### config.mk
export PLATFORM = sky130hd
export DESIGN_NAME = fsr_ctl
export DESIGN_NICKNAME = d
export VERILOG_FILES = /design/src/rtl/fsr_pkg.sv /design/src/rtl/fsr_raw_pend.sv /design/src/rtl/fsr_exc_eval.sv /design/src/rtl/fsr_rnd_dec.sv /design/src/rtl/fsr_ctl.sv
export SDC_FILE = /design/constraint.sdc
export NUM_CORES = 1
export LEC_CHECK = 0
export ABC_AREA = 1
export CAP_MARGIN = 15
export CORE_MARGIN = 2
export CORE_UTILIZATION = 35
export DETAILED_ROUTE_END_ITERATION = 10
export HOLD_SLACK_MARGIN = 0.03
export PLACE_DENSITY = 0.8
export SKIP_LAST_GASP = 1
export SLEW_MARGIN = 10
export SYNTH_ARGS = -nofsm -noshare
export SYNTH_HDL_FRONTEND = slang
export SYNTH_HIERARCHICAL = 1
export SYNTH_SLANG_ARGS = --single-unit
### constraint.sdc
create_clock -name clk_i -period 1.69 [get_ports clk_i]
set_clock_uncertainty 0.05 [all_clocks]
set_input_delay 0.169 -clock clk_i [delete_from_list [all_inputs] [get_ports clk_i]]
set_output_delay 0.169 -clock clk_i [all_outputs]
set_load 0.01 [all_outputs]
### src/rtl/fsr_pkg.sv
package fsr_pkg;
  localparam int REG_W    = 32;
  localparam int EXC_W    = 5;
  localparam int CEXC_LSB = 0;
  localparam int AEXC_LSB = 5;
  localparam int FTT_LSB  = 14;
  localparam int FTT_W    = 3;
  localparam int TEM_LSB  = 23;
  localparam int RD_LSB   = 30;
  localparam int RD_W     = 2;
  localparam int RND_N    = 1 << RD_W;
  localparam logic [FTT_W-1:0] FTT_IEEE = 3'd1;

  function automatic logic [REG_W-1:0] field_mask(int lsb, int w);
    logic [REG_W-1:0] m;
    m = '0;
    for (int i = 0; i < w; i++) m[lsb+i] = 1'b1;
    return m;
  endfunction

  // writable on load: rounding, trap enables, accrued, current
  localparam logic [REG_W-1:0] WR_MASK = field_mask(RD_LSB, RD_W) |
                                         field_mask(TEM_LSB, EXC_W) |
                                         field_mask(AEXC_LSB, EXC_W) |
                                         field_mask(CEXC_LSB, EXC_W);
endpackage

### src/rtl/fsr_raw_pend.sv
module fsr_raw_pend #(
  parameter int EXC_W = 5
) (
  input  logic             clk_i,
  input  logic             rst_ni,
  input  logic             set_i,
  input  logic [EXC_W-1:0] flags_i,
  input  logic             clr_i,
  output logic [EXC_W-1:0] pend_o
);
  logic [EXC_W-1:0] pend_q;

  always_ff @(posedge clk_i or negedge rst_ni) begin
    if (!rst_ni)    pend_q <= '0;
    else if (clr_i) pend_q <= '0;
    else if (set_i) pend_q <= pend_q | flags_i;
  end

  assign pend_o = pend_q;
endmodule

### src/rtl/fsr_exc_eval.sv
module fsr_exc_eval #(
  parameter int EXC_W = 5
) (
  input  logic [EXC_W-1:0] cexc_i,
  input  logic [EXC_W-1:0] tem_i,
  input  logic [EXC_W-1:0] pend_i,
  output logic [EXC_W-1:0] cexc_nxt_o,
  output logic             any_o,
  output logic             hit_o
);
  logic [EXC_W-1:0] en_hit;

  assign cexc_nxt_o = cexc_i | pend_i;
  assign any_o      = |pend_i;

  for (genvar g = 0; g < EXC_W; g++) begin : g_hit
    assign en_hit[g] = cexc_nxt_o[g] & tem_i[g];
  end

  assign hit_o = |en_hit;
endmodule

### src/rtl/fsr_rnd_dec.sv
module fsr_rnd_dec #(
  parameter int RD_W = 2,
  localparam int RND_N = 1 << RD_W
) (
  input  logic [RD_W-1:0]  rd_i,
  output logic [RND_N-1:0] rnd_o
);
  for (genvar g = 0; g < RND_N; g++) begin : g_dec
    assign rnd_o[g] = (rd_i == RD_W'(g));
  end
endmodule

### src/rtl/fsr_ctl.sv
module fsr_ctl
  import fsr_pkg::*;
(
  input  logic             clk_i,
  input  logic             rst_ni,
  input  logic             raw_we_i,
  input  logic [EXC_W-1:0] raw_flags_i,
  input  logic             raw_clr_i,
  input  logic             chk_i,
  input  logic             ld_i,
  input  logic [REG_W-1:0] ld_data_i,
  output logic [REG_W-1:0] fsr_o,
  output logic [EXC_W-1:0] pend_o,
  output logic             trap_o,
  output logic [RND_N-1:0] rnd_o
);
  logic [REG_W-1:0] fsr_q, fsr_d;
  logic             trap_q, trap_d;
  logic [EXC_W-1:0] pend;
  logic [EXC_W-1:0] cexc_nxt;
  logic             any_pend, hit;

  fsr_raw_pend #(.EXC_W(EXC_W)) u_pend (
    .clk_i  (clk_i),
    .rst_ni (rst_ni),
    .set_i  (raw_we_i),
    .flags_i(raw_flags_i),
    .clr_i  (raw_clr_i),
    .pend_o (pend)
  );

  fsr_exc_eval #(.EXC_W(EXC_W)) u_eval (
    .cexc_i    (fsr_q[CEXC_LSB +: EXC_W]),
    .tem_i     (fsr_q[TEM_LSB +: EXC_W]),
    .pend_i    (pend),
    .cexc_nxt_o(cexc_nxt),
    .any_o     (any_pend),
    .hit_o     (hit)
  );

  fsr_rnd_dec #(.RD_W(RD_W)) u_rnd (
    .rd_i (fsr_q[RD_LSB +: RD_W]),
    .rnd_o(rnd_o)
  );

  always_comb begin
    fsr_d  = fsr_q;
    trap_d = 1'b0;
    if (ld_i) begin
      fsr_d = (ld_data_i & WR_MASK) | (fsr_q & ~WR_MASK);
    end else if (chk_i && any_pend) begin
      fsr_d[CEXC_LSB +: EXC_W] = cexc_nxt;
      if (hit) begin
        fsr_d[FTT_LSB +: FTT_W] = FTT_IEEE;
        trap_d = 1'b1;
      end else begin
        fsr_d[AEXC_LSB +: EXC_W] = fsr_q[AEXC_LSB +: EXC_W] | cexc_nxt;
      end
    end
  end

  always_ff @(posedge clk_i or negedge rst_ni) begin
    if (!rst_ni) begin
      fsr_q  <= '0;
      trap_q <= 1'b0;
    end else begin
      fsr_q  <= fsr_d;
      trap_q <= trap_d;
    end
  end

  assign fsr_o  = fsr_q;
  assign pend_o = pend;
  assign trap_o = trap_q;
endmodule

==> summary.txt, run 1 <==
Outcome
  – Result of the run: completed

Synth
  – Post-synthesis simple-gate area fraction: 0.307
  – Most numerous cell in the Yosys netlist: sky130_fd_sc_hd__nand2_1
  – Area leader, netlist: sky130_fd_sc_hd__dfrtp_1
  – Most used DFF post-synth: sky130_fd_sc_hd__dfrtp_1
  – Seq/Total Area, Yosys: 0.472
  – Gate count of the mapped netlist: 167
  – Synth warn: 6
  – Combinational family with the most area after synthesis: simple AND/OR/NAND/NOR gates
  – Post-synth cell types: 18
  – Post-Synth XOR/XNOR Area: 0
  – Complex-gate fraction of the synthesized area: 0.0600
  – Post-synthesis mux area share: 0
  – Cell area after technology mapping: 1270 um2
  – Area share of fa/ha/maj cells after synthesis: 0
  – Async SR Flop Fraction: 1.00
  – Average cell area after synthesis: 7.61 um2
  – Number of enable flip-flop cells after synthesis: 0
  – Top cell type's share of synthesized area: 0.472
  – Synth area leaders: sky130_fd_sc_hd__dfrtp_1 47%, sky130_fd_sc_hd__nand2_1 20%, sky130_fd_sc_hd__buf_4 8.3%
  – Most frequent cells after synthesis: 69 x sky130_fd_sc_hd__nand2_1, 24 x sky130_fd_sc_hd__dfrtp_1, 14 x sky130_fd_sc_hd__buf_4
  – Flops & latches, synth: 24

Cells and area
  – NumNets Final: 268
  – Fraction of layout instances using a drive strength above 1: 0.0762
  – Post-route insts no fill: 269
  – Area added between synthesis and finish: 44.5%
  – Final design instance area without fill: 1840 um2
  – Final Util: 0.538
  – N_diodes: 0

Timing
  – Final total negative setup slack: 0 ps
  – Fin. max-slew vios: 0
  – Setup violation total in the final timing report: 0
  – Setup repair after global routing missed its margin: no
  – Ratio of final minimum period to clock period: 0.963
  – Fin. Hold Viols: 0
  – Min Tclk post-route: 1630 ps
  – Highest Clock Rate: 615 MHz

Setup path
  – Sort of element at the end of the critical path: primary output
  – Reg2Reg Depth: 7
  – Worst EP required: 1470 ps
  – Worst setup SP type: flop
  – Endpoint arrival time on the critical path: 1410 ps
  – Maximum net fanout on the critical path: 6
  – Startpoint-to-endpoint class of the critical path: flop to primary output

Route
  – Per-cell via count in the routed design: 4.46
  – Initial DRC Count: 29
  – Post-route antenna net violation count: 0
  – Post-detailed-route DRC marker count: 0
  – Total wire length after detailed routing: 2960 um
  – Number of search-and-repair iterations in the first detailed-routing pass: 4
  – Via count: 1201
  – Post-detailed-route wirelength per cell: 11.0 um

Job
  – Max-cap violation count: 0

Floorplan
  – Core area: 3420 um2
  – IO Count: 85
  – Die H: 64.3 um
  – Total Die Area: 4130 um2
  – Starting Density: 0.372
  – Number of cell rows: 21
  – Die extent in x: 64.3 um

GRT
  – Global Route met3 Usage: 0.0352
  – Met1 Track Usage GR: 0.169
  – Gr usage total: 0.150
  – Largest net degree at the start of global routing: 25
  – Layer with the highest usage after global routing: met2
  – Global-route wire length before repair: 4880 um
  – Grt ovf: 0
  – Number of global-route vias before repair: 1133
  – Routing usage on met2: 0.271
  – Number of antenna violations at the first check in global routing: 0

Pwr
  – Switching Fraction: 0.312
  – Relative contribution of the clock network to total power: 0.176
  – Internal power contribution: 978 uW
  – Static Leak: 0.931 nW
  – Combinational Power Share: 0.331
  – Seq pwr share: 0.493
  – Ratio of total power to cell area: 774 nW/um2
  – Total net switching power: 443 uW
  – Peak supply drop: 0.312 mV
  – Post-route total power: 1.42 mW

Clocking
  – Number of H-tree levels: 1
  – CTS Buf Count: 3
  – Max Buffers Root-to-Sink: 2
  – Number of buffers inserted by hold repair at cts: 0
  – Number of clock sinks seen by CTS: 24
  – Clock tree from TritonCTS: yes
  – Clock root buffer: sky130_fd_sc_hd__clkbuf_4
  – Clock insertion delay at the later pin of the skew report: 320 ps
  – Clock slew at the register clock pins of the worst setup and hold paths: 120 ps

Place
  – GPL Wtd Cong: 0.798
  – Placed cell areas: 1800 um2
  – Hpwl dp: 2300 um
  – Number of I/O port buffers: 55
  – Placed Cells: 265

Min path
  – Min-Delay Path Class: primary input to async pin
## cells by family (layout without fill, tap and decap cells)
family / Yosys count / count (layout)
simple gates: 95 / 95
buf+inv: 33 / 76
flops: 24 / 24
compound gates: 14 / 14
other cells: 1 / 14
## power groups by stage
| stage | registers, mW | logic, mW | clock network, mW |
|---|---|---|---|
| 6_report | 0.701 | 0.470 | 0.250 |
| 5_1_grt | 0.714 | 0.520 | 0.271 |
| 4_1_cts | 0.702 | 0.472 | 0.254 |
| 3_5_place_dp | 0.713 | 0.471 | 0 |
| 3_3_place_gp | 0.710 | 0.463 | 0 |
| 2_1_floorplan | 0.735 | 0.202 | 0 |
## layer usage
| layer | vias to the layer above | routed length (um) |
|---|---|---|
| li1 | 603 | - |
| met1 | 553 | 1160 |
| met2 | 40 | 1580 |
| met3 | 5 | 173 |
| met4 | 0 | 42 |
| met5 | - | 0 |
## repair_timing
| action | in CTS | in global routing |
|---|---|---|
| endpoints found under the setup margin | 0 | 4 |
| gates resized for setup | 0 | 4 |
| buffers inserted | 0 | 1 |
## flip-flops by register name (all words and copies together), names as in the netlist
register and cells:
trap_o 1, fsr_o 18, u_pend/pend_o 5
## worst max-delay path, stage by stage, from the launching register on
cell                              delay (ps)
sky130_fd_sc_hd__dfrtp_2                 460
sky130_fd_sc_hd__nor2_1                  100
sky130_fd_sc_hd__clkdlybuf4s50_1         530
## stage by stage
| step | hold WS (ps) | setup slack (ps) |
|---|---|---|
| after floorplan | -177 | 399 |
| after global placement | 404 | 317 |
| after detailed placement | 405 | 288 |
| after CTS | 161 | 27.8 |
| after global routing | 172 | 9.69 |
| final | 149 | 63.0 |
## path summary, 6_finish.rpt
| check | to | startpoint | slack (ps) |
|---|---|---|---|
| setup / recovery | rnd_o[0] | fsr_o[31] | 60 |
| hold / removal | fsr_o[3] | rst_ni | 150 |
| setup reg to reg | fsr_o[14] | u_pend/pend_o[2] | 300 |
| hold reg to reg | fsr_o[14] | fsr_o[14] | 420 |
| max in group asynchronous | fsr_o[31] | rst_ni | 1190 |
| min in group clk_i | u_pend/pend_o[1] | raw_flags_i[1] | 330 |
## layout make-up
cell class              instances  area [um2]
clock buffers                   3        22.5
fillers                       342        1580
inverters                      15        56.3
multi-input cells             123         519
flip-flops and latches         24         603
well taps                      46        57.6
repair buffers                 58         578
## cell usage in the layout, fill, tap and decap left out
cell                               n
sky130_fd_sc_hd__nand2_1          69
sky130_fd_sc_hd__clkdlybuf4s50_1  53
sky130_fd_sc_hd__dfrtp_1          22
sky130_fd_sc_hd__conb_1           14
sky130_fd_sc_hd__inv_1            13
sky130_fd_sc_hd__nand3_1          11
sky130_fd_sc_hd__nor2_1            7
sky130_fd_sc_hd__o21ai_0           7
sky130_fd_sc_hd__a21oi_1           5
sky130_fd_sc_hd__nand2_2           3
sky130_fd_sc_hd__clkbuf_4          3
sky130_fd_sc_hd__buf_4             3
sky130_fd_sc_hd__or2_2             3
sky130_fd_sc_hd__inv_2             2
sky130_fd_sc_hd__dfrtp_2           2
sky130_fd_sc_hd__dlymetal6s2s_1    2
sky130_fd_sc_hd__o21ai_2           1
sky130_fd_sc_hd__or2_1             1
sky130_fd_sc_hd__o21a_1            1
sky130_fd_sc_hd__and2_0            1
(Power assumes the default switching activity.)
==> run 2, diff against run 1 <==
--- a/config.mk
+++ b/config.mk
@@ -7,6 +7,7 @@
 export LEC_CHECK = 0
 export ABC_AREA = 1
 export CAP_MARGIN = 15
+export CORE_ASPECT_RATIO = 1.2
 export CORE_MARGIN = 2
 export CORE_UTILIZATION = 35
 export DETAILED_ROUTE_END_ITERATION = 10
==> summary.txt, run 2 (same netlist as run 1, synthesis figures left out) <==
GRT
  – Global-route wire length before repair: 4930 um (+0.98%)
  – Routing usage on met2: 0.267 (-0.00417)
  – Number of global-route vias before repair: 1117 (-1.4%)
  – Number of antenna violations at the first check in global routing: 0 (unchanged)
  – Layer with the highest usage after global routing: met2
  – Grt ovf: 0 (unchanged)
  – Gr usage total: 0.154 (+0.00410)
  – Met1 Track Usage GR: 0.184 (+0.0141)
  – Global Route met3 Usage: 0.0259 (-0.00929)
  – Largest net degree at the start of global routing: 25 (unchanged)

Clocking
  – Number of clock sinks seen by CTS: 24 (unchanged)
  – Number of buffers inserted by hold repair at cts: 0 (unchanged)
  – CTS Buf Count: 3 (unchanged)
  – Max Buffers Root-to-Sink: 2 (unchanged)
  – Clock slew at the register clock pins of the worst setup and hold paths: 80 ps (-40 ps)
  – Post-CTS setup buffer count: 0 (unchanged)
  – Number of instances resized during post-cts repair: 0 (unchanged)
  – Clock insertion delay at the later pin of the skew report: 270 ps (-50 ps)
  – Number of H-tree levels: 1 (unchanged)
  – Clock root buffer: sky130_fd_sc_hd__clkbuf_8
  – Clock tree from TritonCTS: yes

Route
  – Post-detailed-route wirelength per cell: 11.4 um (+4.0%)
  – Post-detailed-route DRC marker count: 0 (unchanged)
  – Post-route antenna net violation count: 0 (unchanged)
  – Initial DRC Count: 24 (-17%)
  – Per-cell via count in the routed design: 4.40 (-1.4%)
  – Via count: 1153 (-4.0%)
  – Number of search-and-repair iterations in the first detailed-routing pass: 3 (-1)
  – Total wire length after detailed routing: 3000 um (+1.3%)

Timing
  – Setup violation total in the final timing report: 0 (unchanged)
  – Fin. max-slew vios: 0 (unchanged)
  – Fin Hold WS: 204 ps (+54.7 ps)
  – Final total negative setup slack: 0 ps (unchanged)
  – Setup repair after global routing missed its margin: no
  – Fin. Hold Viols: 0 (unchanged)
  – Ratio of final minimum period to clock period: 0.952 (-0.0107)
  – Min Tclk post-route: 1610 ps (-18.0 ps)
  – Highest Clock Rate: 621 MHz (+1.1%)

Pwr
  – Static Leak: 0.915 nW (-1.7%)
  – Peak supply drop: 0.494 mV (+58%)
  – Ratio of total power to cell area: 844 nW/um2 (+9.2%)
  – Post-route total power: 1.56 mW (+9.7%)

Setup path
  – Worst setup SP type: flop
  – Startpoint-to-endpoint class of the critical path: flop to primary output
  – Worst EP required: 1470 ps (about the same)
  – Sort of element at the end of the critical path: primary output
  – Endpoint arrival time on the critical path: 1390 ps (-20 ps)
  – Maximum net fanout on the critical path: 6 (unchanged)

Outcome
  – Result of the run: completed

Min path
  – Min-Delay Path Class: primary input to async pin

Place
  – Number of I/O port buffers: 55 (unchanged)
  – GPL Wtd Cong: 0.789 (-1.1%)
  – Placed cell areas: 1790 um2 (-0.49%)
  – Hpwl dp: 2300 um (about the same)

Cells and area
  – Fraction of layout instances using a drive strength above 1: 0.0673 (-0.00897)
  – Most used cells in the layout excluding fill and tap cells: 69 x sky130_fd_sc_hd__nand2_1, 55 x sky130_fd_sc_hd__clkdlybuf4s50_1, 24 x sky130_fd_sc_hd__dfrtp_1
  – Flip-flop count of the largest register after layout: 18 (unchanged)
  – Final Util: 0.521 (-0.0169)
  – Most common cell after layout, fill and taps aside: sky130_fd_sc_hd__nand2_1
  – N_diodes: 0 (unchanged)
  – Area added between synthesis and finish: 45.2%
  – Final design instance area without fill: 1850 um2 (+0.48%)
  – NumNets Final: 267 (-0.37%)

Floorplan
  – Core area: 3540 um2 (+3.7%)
  – Die H: 70.0 um (+9.0%)
  – IO Count: 85 (unchanged)
  – Total Die Area: 4130 um2 (about the same)
  – Number of cell rows: 24 (+14%)
  – Die extent in x: 59.0 um (-8.2%)
  – Starting Density: 0.359 (-0.0134)

Job
  – Max-cap violation count: 0 (unchanged)
[run 2: cell count changes in the layout (fill, tap and decap cells not counted), sizes merged]
cell           change
clkdlybuf4s50      +2
dlymetal6s2s       -2
buf                -1
clkbuf             +1
[run 2: worst paths after layout]
check	start	to	slack, ps	cells after the start
hold / removal	rst_ni	fsr_o[0]	200	2
setup reg to reg	u_pend/pend_o[2]	fsr_o[14]	280	7
hold reg to reg	fsr_o[14]	fsr_o[14]	420	1
min in group clk_i	raw_flags_i[0]	u_pend/pend_o[0]	390	3
setup / recovery	fsr_o[31]	rnd_o[2]	80	3
max in group asynchronous	rst_ni	fsr_o[5]	1150	2
[run 2: power breakdown]
part / switching, mW / internal (mW) / leakage, nW
clock: 0.181 / 0.208 / 0.0288
sequential: 0.0613 / 0.641 / 0.292
combinational: 0.216 / 0.251 / 0.594
total: 0.458 / 1.10 / 0.915
[run 2: critical path, stage by stage (launching register included)]
cell,delay [ps]
sky130_fd_sc_hd__dfrtp_1,440
sky130_fd_sc_hd__inv_1,60
sky130_fd_sc_hd__nor2_1,80
sky130_fd_sc_hd__clkdlybuf4s50_1,540
[run 2: through the flow]
step | std cells | setup WS, ps
finish | 262 | 81.0
global route | 262 | 4.05
CTS | 262 | 64.6
detailed placement | 258 | 280
global placement | 258 | 303
floorplan | 180 | 399
[run 2: cell type report]
class                           instances  area (um2)
Multi-Input combinational cell        123         519
Clock buffer                            4        55.1
Timing Repair Buffer                   57         566
Sequential cell                        24         601
Fill cell                             355        1700
Tap cell                               39        48.8
Inverter                               15        56.3
[run 2: per-layer routing]
| layer | share of wire | wire [um] |
|---|---|---|
| met1 | 0.42 | 1270 |
| met2 | 0.51 | 1530 |
| met3 | 0.047 | 142 |
| met4 | 0.017 | 51 |
| met5 | 0 | 0 |
==> run 3, diff against run 2 <==
--- a/config.mk
+++ b/config.mk
@@ -10,12 +10,12 @@
 export CORE_ASPECT_RATIO = 1.2
 export CORE_MARGIN = 2
 export CORE_UTILIZATION = 35
+export CTS_CLUSTER_DIAMETER = 150
 export DETAILED_ROUTE_END_ITERATION = 10
 export HOLD_SLACK_MARGIN = 0.03
-export PLACE_DENSITY = 0.8
+export PLACE_DENSITY = 0.81
 export SKIP_LAST_GASP = 1
 export SLEW_MARGIN = 10
 export SYNTH_ARGS = -nofsm -noshare
 export SYNTH_HDL_FRONTEND = slang
-export SYNTH_HIERARCHICAL = 1
 export SYNTH_SLANG_ARGS = --single-unit
==> summary.txt, run 3 <==
Outcome
  – Result of the run: completed

Cells and area
  – Final Util: 0.551 (+0.0303)
  – Footprint of the flip-flops and latches: 601 um2 (unchanged)
  – Post-route insts no fill: 246 (-6.1%)
  – Most common cell after layout, fill and taps aside: sky130_fd_sc_hd__clkdlybuf4s50_1
  – Flip-flop count of the largest register after layout: 18 (unchanged)
  – Number of inserted filler cells in the final layout: 314 (-12%)
  – N_diodes: 0 (unchanged)
  – NumNets Final: 253 (-5.2%)
  – Fraction of layout instances using a drive strength above 1: 0.0813 (+0.0141)
  – Area added between synthesis and finish: 48.7%
  – Most used cells in the layout excluding fill and tap cells: 55 x sky130_fd_sc_hd__clkdlybuf4s50_1, 42 x sky130_fd_sc_hd__nand2_1, 24 x sky130_fd_sc_hd__dfrtp_1
  – Multi-input gate area in the final layout: 523 um2 (+0.72%)

Floorplan
  – Die H: 69.4 um (-0.89%)
  – Die extent in x: 58.5 um (-0.87%)
  – Total Die Area: 4060 um2 (-1.8%)
  – Number of cell rows: 23 (-4.2%)
  – IO Count: 85 (unchanged)
  – Core area: 3370 um2 (-5.0%)
  – Starting Density: 0.370 (+0.0117)

Timing
  – Fin. Hold Viols: 0 (unchanged)
  – Setup repair after global routing missed its margin: no
  – Ratio of final minimum period to clock period: 0.938 (-0.0138)
  – Min Tclk post-route: 1590 ps (-23.3 ps)
  – Highest Clock Rate: 631 MHz (+1.5%)
  – Worst setup slack after layout: 104 ps (+23.3 ps)
  – Final total negative setup slack: 0 ps (unchanged)
  – Setup violation total in the final timing report: 0 (unchanged)
  – Fin. max-slew vios: 0 (unchanged)

Setup path
  – Startpoint-to-endpoint class of the critical path: flop to primary output
  – Worst EP required: 1470 ps (about the same)
  – Maximum net fanout on the critical path: 5 (-1)
  – Worst setup SP type: flop
  – Critical-path cell with the highest stage delay: sky130_fd_sc_hd__clkdlybuf4s50_1
  – Sort of element at the end of the critical path: primary output
  – Cell breakdown of the critical path: inv_1, nor2_1, clkdlybuf4s50_1
  – Largest stage delay on the critical path: 540 ps (about the same)
  – Endpoint arrival time on the critical path: 1370 ps (-20 ps)

Route
  – Per-cell via count in the routed design: 4.57 (+3.8%)
  – Post-detailed-route wirelength per cell: 12.0 um (+4.6%)
  – Initial DRC Count: 6 (-75%)
  – Total wire length after detailed routing: 2940 um (-1.8%)
  – Post-route antenna net violation count: 0 (unchanged)
  – Post-detailed-route DRC marker count: 0 (unchanged)
  – Via count: 1124 (-2.5%)
  – Number of search-and-repair iterations in the first detailed-routing pass: 4 (+1)

Synth
  – Synth area leaders: sky130_fd_sc_hd__dfrtp_1 48%, sky130_fd_sc_hd__nand2_1 13%, sky130_fd_sc_hd__buf_4 8.4%
  – Post-synth cell types: 22 (+4)
  – Flops & latches, synth: 24 (unchanged)
  – Average cell area after synthesis: 8.21 um2 (+7.8%)
  – Cell area after technology mapping: 1250 um2 (-1.9%)
  – Most used DFF post-synth: sky130_fd_sc_hd__dfrtp_1
  – Number of enable flip-flop cells after synthesis: 0 (unchanged)
  – Area leader, netlist: sky130_fd_sc_hd__dfrtp_1
  – Gate count of the mapped netlist: 152 (-9.0%)
  – Most numerous cell in the Yosys netlist: sky130_fd_sc_hd__nand2_1
  – Most frequent cells after synthesis: 42 x sky130_fd_sc_hd__nand2_1, 24 x sky130_fd_sc_hd__dfrtp_1, 16 x sky130_fd_sc_hd__nor2_1
  – Top cell type's share of synthesized area: 0.481 (+0.00900)
  – Seq/Total Area, Yosys: 0.481 (+0.00900)
  – Synth warn: 0 (-6)
  – Async SR Flop Fraction: 1.00 (unchanged)

Clocking
  – Number of H-tree levels: 1 (unchanged)
  – Clock root buffer: sky130_fd_sc_hd__clkbuf_8
  – Clock tree from TritonCTS: yes
  – Number of instances resized during post-cts repair: 0 (unchanged)
  – Max Buffers Root-to-Sink: 2 (unchanged)
  – Post-CTS setup buffer count: 0 (unchanged)
  – Clock insertion delay at the later pin of the skew report: 270 ps (about the same)
  – Number of clock sinks seen by CTS: 24 (unchanged)
  – CTS Buf Count: 3 (unchanged)
  – Number of buffers inserted by hold repair at cts: 0 (unchanged)
  – Clock slew at the register clock pins of the worst setup and hold paths: 90 ps (about the same)

Place
  – GPL Wtd Cong: 0.775 (-1.8%)
  – Worst Setup Slack post-DPL: 226 ps (-54.2 ps)
  – Number of I/O port buffers: 55 (unchanged)
  – Placed Cells: 242 (-6.2%)
  – Hpwl dp: 2310 um (+0.20%)

Pwr
  – Peak supply drop: 0.549 mV (+11%)
  – Ratio of total power to cell area: 917 nW/um2 (+8.6%)
  – Static Leak: 0.867 nW (-5.2%)

Job
  – Max-cap violation count: 0 (unchanged)

GRT
  – Grt ovf: 0 (unchanged)
  – Global-route wire length before repair: 4790 um (-2.8%)
  – Gr usage total: 0.148 (-0.00523)
  – Largest net degree at the start of global routing: 25 (unchanged)
  – Number of global-route vias before repair: 1041 (-6.8%)
  – Number of antenna violations at the first check in global routing: 0 (unchanged)

Min path
  – Min-Delay Path Class: primary input to async pin
## run 3: critical path, delay by kind of cell (launching register included)
| family | cells | cell delay, ps |
|---|---|---|
| simple gates | 1 | 80 |
| flops | 1 | 410 |
| buf+inv | 2 | 610 |
## run 3: kinds of logic (layout without fill, tap and decap cells)
| family | after synthesis | after routing | share of synthesized area |
|---|---|---|---|
| compound gates | 28 | 28 | 0.140 |
| other cells | 1 | 14 | 0.00301 |
| simple gates | 70 | 70 | 0.237 |
| flops | 24 | 24 | 0.481 |
| buf+inv | 29 | 73 | 0.138 |
## run 3: stage by stage
stage          hold slack, ps  instance area (um2)  power (mW)
4_1_cts                   206                 1860        1.72
6_report                  196                 1860        1.70
5_1_grt                   238                 1860        1.79
2_1_floorplan            -177                 1300       0.954
3_3_place_gp              419                 1780        1.21
3_5_place_dp              422                 1780        1.21
## run 3: cell type report
type | instances | area share
clock buffer | 3 | 0.0223
inverter | 11 | 0.0223
timing repair buffer | 58 | 0.309
clock inverter | 1 | 0.0162
sequential | 24 | 0.324
multi-input combinational | 112 | 0.282
tap | 37 | 0.0249
## run 3: routing by layer
metal / vias up / global-route usage / wire length [um] / part of all wire
met3: 2 / 0.0354 / 218 / 0.074
met4: 0 / 0.0439 / 17 / 0.0058
met5: - / 0 / 0 / 0
li1: 572 / - / - / -
met2: 43 / 0.231 / 1490 / 0.51
met1: 507 / 0.202 / 1220 / 0.41
## run 3: report_power, final
group	internal, mW	switching (mW)	leakage (nW)
Sequential	0.646	0.0629	0.289
Clock	0.317	0.187	0.0357
Combinational	0.264	0.226	0.543
Total	1.23	0.476	0.867
## run 3: path summary, 6_finish.rpt
| path | start | end | slack, ps | cells after the start |
|---|---|---|---|---|
| worst min register to register | fsr_o[14] | fsr_o[14] | 430 | 1 |
| max in group asynchronous | rst_ni | fsr_o[2] | 1160 | 2 |
| worst max-delay path | fsr_o[30] | rnd_o[1] | 100 | 3 |
| worst min-delay path | rst_ni | fsr_o[25] | 200 | 2 |
| worst max register to register | u_pend.pend_o[4] | fsr_o[8] | 270 | 6 |
| min in group clk_i | raw_flags_i[0] | u_pend.pend_o[0] | 380 | 3 |
